<file path="config.mk">
export PLATFORM = sky130hd
export DESIGN_NAME = wol_guard
export DESIGN_NICKNAME = d
export VERILOG_FILES = /design/src/rtl/wol_pkg.sv /design/src/rtl/wol_match.sv /design/src/rtl/wol_cells.sv /design/src/rtl/wol_guard.sv
export SDC_FILE = /design/constraint.sdc
export NUM_CORES = 1
export LEC_CHECK = 0
export BUFFER_PORTS_ARGS = -buffer_cell sky130_fd_sc_hd__buf_2
export CORE_ASPECT_RATIO = 2
export CORE_MARGIN = 3
export CORE_UTILIZATION = 35
export DETAILED_ROUTE_END_ITERATION = 12
export SYNTH_ARGS = -nofsm -noshare
export SYNTH_HDL_FRONTEND = slang
export SYNTH_SLANG_ARGS = --single-unit
export TNS_END_PERCENT = 50
</file>
<file path="constraint.sdc">
create_clock -name clk -period 6.55 [get_ports clk]
set_input_delay 0.655 -clock clk [delete_from_list [all_inputs] [get_ports clk]]
set_output_delay 0.655 -clock clk [all_outputs]
set_load 0.02 [all_outputs]
</file>
<file path="src/rtl/wol_pkg.sv">
package wol_pkg;
  localparam int unsigned KEY_W     = 32;
  localparam logic [KEY_W-1:0] LOCK_KEY = 32'h5053_6F43;
  localparam int unsigned MIN_MATCH = 28;
endpackage

</file>
<file path="src/rtl/wol_match.sv">
module wol_match #(
  parameter int unsigned W = 32,
  parameter logic [W-1:0] PATTERN = '0,
  parameter int unsigned THRESH = 28,
  localparam int unsigned CW = $clog2(W + 1)
) (
  input  logic [W-1:0] word,
  output logic [CW-1:0] agree_cnt,
  output logic          hit
);
  logic [W-1:0] same;

  generate
    for (genvar i = 0; i < W; i++) begin : g_bit
      assign same[i] = ~(word[i] ^ PATTERN[i]);
    end
  endgenerate

  always_comb begin
    agree_cnt = '0;
    for (int i = 0; i < W; i++) agree_cnt = agree_cnt + CW'(same[i]);
  end

  assign hit = (agree_cnt >= CW'(THRESH));
endmodule

</file>
<file path="src/rtl/wol_cells.sv">
module wol_cells #(
  parameter int unsigned W = 32,
  parameter logic [W-1:0] NV_POWERUP = '0
) (
  input  logic         clk,
  input  logic         rst,
  input  logic         wr_fire,
  input  logic [W-1:0] wr_data,
  input  logic         prog,
  input  logic         locked,
  input  logic         wr_valid,
  input  logic         wr_block,
  output logic [W-1:0] nv_bits
);
  logic [W-1:0] stage_q;
  logic [W-1:0] nv_q = NV_POWERUP;

  always_ff @(posedge clk) begin
    if (rst) stage_q <= '0;
    else if (wr_fire) stage_q <= wr_data;
  end

  always_ff @(posedge clk) begin
    if (prog && !locked && !rst) nv_q <= stage_q;
  end

  assign nv_bits = nv_q;

  assert_nv_frozen_R6: assert property (@(posedge clk) disable iff (rst)
    locked |=> $stable(nv_q));
  assert_prog_copy_R5: assert property (@(posedge clk) disable iff (rst)
    (prog && !locked) |=> (nv_q == $past(stage_q)));
  assert_stage_held_R10: assert property (@(posedge clk) disable iff (rst)
    (!wr_valid || wr_block) |=> $stable(stage_q));
endmodule

</file>
<file path="src/rtl/wol_guard.sv">
module wol_guard
  import wol_pkg::*;
#(
  parameter int unsigned W = KEY_W,
  parameter logic [W-1:0] PATTERN = LOCK_KEY,
  parameter int unsigned THRESH = MIN_MATCH,
  parameter logic [W-1:0] NV_POWERUP = '0,
  localparam int unsigned CW = $clog2(W + 1)
) (
  input  logic         clk,
  input  logic         rst,
  input  logic         wr_valid,
  output logic         wr_ready,
  input  logic [W-1:0] wr_data,
  input  logic         prog,
  input  logic         flash_prot,
  output logic         lock,
  output logic [W-1:0] rd_data
);
  logic          lock_q;
  logic          hit;
  logic [CW-1:0] agree_cnt;
  logic [W-1:0]  nv_bits;
  logic          wr_block;

  assign wr_block = lock_q | flash_prot;
  assign wr_ready = ~wr_block;

  wol_cells #(.W(W), .NV_POWERUP(NV_POWERUP)) u_cells (
    .clk(clk), .rst(rst),
    .wr_fire(wr_valid & wr_ready), .wr_data(wr_data),
    .prog(prog), .locked(lock_q),
    .wr_valid(wr_valid), .wr_block(wr_block),
    .nv_bits(nv_bits)
  );

  wol_match #(.W(W), .PATTERN(PATTERN), .THRESH(THRESH)) u_match (
    .word(nv_bits), .agree_cnt(agree_cnt), .hit(hit)
  );

  // the lock decision is loaded only while reset is held
  always_ff @(posedge clk) begin
    if (rst) lock_q <= hit;
  end

  assign lock    = lock_q;
  assign rd_data = nv_bits;

  assert_lock_steady_R3: assert property (@(posedge clk) disable iff (rst)
    !rst |=> $stable(lock_q));
  assert_locked_closed_R4: assert property (@(posedge clk) disable iff (rst)
    lock_q |-> !wr_ready);
endmodule

</file>
==> load_flow_metrics.sql <==
INSERT INTO impl_metrics (metric_group, metric, value, unit) VALUES
('yosys', 'synth_flop_cell', 'sky130_fd_sc_hd__edfxtp_1', ''),
('yosys', 'number_of_standard_cells_after_synthesis', '270', ''),
('detailed_routing', 'postRouteAntennaNets', '0', ''),
('timing', 'setup_tns', '0', 'ns'),
('detailed_routing', 'met1_length', '2.11', 'mm'),
('yosys', 'mappedNetlistNets', '339', ''),
('global_routing', 'antenna_found_initial', '0', ''),
('floorplanning', 'io_pins', '71', ''),
('worst_setup_path', 'worst-path-max-fanout', '2', ''),
('cells_and_area', 'drive_above_1_share', '30.7', '%'),
('yosys', 'number_of_enable_flip_flop_cells_after_synthesis', '33', ''),
('clock_tree', 'cts-buffers-inserted', '9', ''),
('cells_and_area', 'area_growth_syn_to_layout', '23.1', '%'),
('yosys', 'cell_types_occupying_the_most_area_after_synthesis', 'sky130_fd_sc_hd__edfxtp_1, sky130_fd_sc_hd__dfxtp_1, sky130_fd_sc_hd__fa_1, sky130_fd_sc_hd__nand2_1, sky130_fd_sc_hd__inv_1', ''),
('power', 'max-vdd-ir-drop', '0.324', 'mV'),
('placed_design', 'place.port_buffers', '70', ''),
('yosys', 'simple_gate_area_share_of_the_yosys_netlist', '9.60', '%'),
('clock_tree', 'cts_repair_resize_count', '0', ''),
('timing', 'timing_max_transition_violations_final', '0', ''),
('yosys', 'synth_compound_area_share', '8.94', '%'),
('timing', 'final.min_clock_period', '5.68', 'ns'),
('timing', 'report.final.setup_viol', '0', ''),
('yosys', 'netlist.area_leader.share', '32.5', '%'),
('timing', 'worst-slew-pin-transition', '1.12', 'ns'),
('detailed_routing', 'drt_iter0_drc', '22', ''),
('timing', 'timing.fmax', '176', 'MHz'),
('yosys', 'synthAdderAreaFrac', '19.0', '%'),
('clock_tree', 'worstSkewPairLatency', '0.33', 'ns'),
('global_routing', 'total_routing_resource_utilization_after_global_routing', '13.9', '%'),
('power', 'static-leakage-power', '1.62', 'nW'),
('detailed_routing', 'met3_routed_wirelength', '310', 'um'),
('run_status', 'run_status', 'finished clean', ''),
('clock_tree', 'cts_post_setup_buffers_inserted', '0', ''),
('detailed_routing', 'route.vias.total', '2011', ''),
('detailed_routing', 'top_routing_layer_in_use', 'met4', ''),
('global_routing', 'first_global_vias', '2233', ''),
('yosys', 'xor_xnor_share_of_the_synthesized_area', '0.287', '%'),
('yosys', 'ys_warn_count', '0', ''),
('clock_tree', 'cts-htree-levels', '3', ''),
('global_routing', 'grt_start_max_net_pins', '35', ''),
('yosys', 'netlist_top_cells_count', 'sky130_fd_sc_hd__nand2_1, sky130_fd_sc_hd__inv_1, sky130_fd_sc_hd__edfxtp_1', ''),
('job', 'maxCapViolCount', '0', ''),
('clock_tree', 'cts-root-to-sink-buffers', '2', ''),
('floorplanning', 'std_cell_rows', '47', ''),
('yosys', 'postSynthAreaPerCell', '11.3', 'um^2'),
('global_routing', 'globalRoute.totalOverflow', '0', ''),
('floorplanning', 'floorplan.initialDensity', '36.3', '%'),
('yosys', 'synth_mux_area_share', '0', '%'),
('yosys', 'postSynthRegisterBits', '65', ''),
('detailed_routing', 'wl_per_cell', '14.2', 'um'),
('global_routing', 'first_pass_grt_wire_length', '10.2', 'mm'),
('worst_setup_path', 'kind_of_critical_path', 'reg2reg', ''),
('yosys', 'asyncSetResetFlopFracSynth', '0', '%'),
('clock_tree', 'clock-root-buffer', 'sky130_fd_sc_hd__clkbuf_16', ''),
('floorplanning', 'total_die_area', '9940', 'um^2'),
('detailed_routing', 'dr.pass1.iters', '4', ''),
('placed_design', 'gp_routability_congestion', '0.721', ''),
('cells_and_area', 'final_net_count', '410', ''),
('timing', 'fin_worst_skew', '0.00651', 'ns'),
('clock_tree', 'worst_setup_hold_path_clk_slew', '0.05', 'ns'),
('yosys', 'post_synth_num_cell_types', '22', ''),
('worst_setup_path', 'critPathLaunchType', 'flip-flop', ''),
('worst_setup_path', 'endpoint_arrival_time_on_the_critical_path', '5.75', 'ns'),
('timing', 'final-hold-violation-count', '0', ''),
('floorplanning', 'die_w', '72.0', 'um'),
('floorplanning', 'die_h', '138', 'um'),
('cells_and_area', 'n_antenna_cell', '0', ''),
('placed_design', 'hpwlAfterDp', '4.86', 'mm'),
('detailed_routing', 'via_density', '4.54', ''),
('worst_hold_path', 'min_path_type', 'reg2reg', ''),
('clock_tree', 'postCtsHoldBufs', '0', '');
area by class of cell:
class	count	area [um^2]	share of cell area, %
clock inverter	3	40.0	1.07
tap	98	123	3.26
sequential	65	1630	43.4
clock buffer	12	256	6.83
multi-input combinational	144	1160	30.9
timing repair buffer	71	358	9.53
inverter	50	188	5.00
metal layers:
layer  global-route usage (%)  vias to the layer above
li1                         -                      986
met4                     8.42                        0
met5                        0                        -
met1                     12.6                      960
met2                     25.3                       47
met3                     4.65                       18
worst max-delay path, cell delays in order, from the launching register on:
cell and delay (ns):
sky130_fd_sc_hd__edfxtp_1 0.41, sky130_fd_sc_hd__fa_1 0.55, sky130_fd_sc_hd__inv_1 0.05, sky130_fd_sc_hd__fa_1 0.48, sky130_fd_sc_hd__inv_1 0.05, sky130_fd_sc_hd__fa_1 0.49, sky130_fd_sc_hd__fa_1 0.52, sky130_fd_sc_hd__inv_1 0.05
sky130_fd_sc_hd__fa_1 0.53, sky130_fd_sc_hd__fa_1 0.43, sky130_fd_sc_hd__fa_1 0.49, sky130_fd_sc_hd__inv_1 0.04, sky130_fd_sc_hd__ha_1 0.20, sky130_fd_sc_hd__fa_1 0.47, sky130_fd_sc_hd__xnor2_1 0.16, sky130_fd_sc_hd__a211oi_1 0.22
sky130_fd_sc_hd__nand3b_1 0.11, sky130_fd_sc_hd__o311ai_0 0.16
final timing paths:
| kind | depth (start not counted) | start | slack [ns] | to |
|---|---|---|---|---|
| max | 17 | u_cells.nv_bits[0]$_DFFE_PP_ | 0.87 | lock$_DFFE_PP_ |
| min | 0 | u_cells.stage_q[19]$_SDFFE_PP0P_ | 0.43 | u_cells.nv_bits[19]$_DFFE_PP_ |
| max reg2reg | 17 | u_cells.nv_bits[0]$_DFFE_PP_ | 0.87 | lock$_DFFE_PP_ |
| min reg2reg | 0 | u_cells.stage_q[19]$_SDFFE_PP0P_ | 0.43 | u_cells.nv_bits[19]$_DFFE_PP_ |
sequential cells by signal (all words and copies together), names as in the netlist:
signal	flops
lock	1
u_cells.nv_bits	32
u_cells.stage_q	32
logic make-up after synthesis:
| kind of cell | count (synthesis) |
|---|---|
| AND/OR/NAND/NOR | 73 |
| AO/OA/AOI/OAI | 38 |
| flip-flops | 65 |
| XOR/XNOR | 1 |
| adder cells (fa/ha/maj) | 32 |
| buffers and inverters | 61 |
per-stage QoR:
stage,setup WS (ns),cells,util (%),power (mW),cell area [um^2]
after global routing,0.644,443,44.7,2.30,3760
final,0.868,443,44.7,2.09,3760
after global placement,1.15,428,41.1,1.54,3460
after detailed placement,0.867,428,41.1,1.65,3460
after floorplan,1.10,270,-,1.39,3050
after CTS,0.837,443,44.7,2.12,3760
where the power goes:
part / switching [mW] / internal, mW
logic: 0.648 / 0.461
clock network: 0.158 / 0.311
registers: 0.0240 / 0.489
cells in the final DEF (no fill, tap or decap), drive strengths merged:
| master | n |
|---|---|
| inv | 50 |
| nand3 | 2 |
| a211oi | 2 |
| clkbuf | 12 |
| nor2 | 2 |
| o21ai | 1 |
| nand3b | 1 |
| nor3b | 2 |
| bufinv | 1 |
| buf | 71 |
| xnor2 | 1 |
| nand2 | 65 |
| o311ai | 1 |
| fa | 24 |
| clkinv | 2 |
| edfxtp | 33 |
| ha | 8 |
| dfxtp | 32 |
| o21bai | 1 |
| a21oi | 33 |
| and2 | 1 |
(Power assumes the default switching activity.)
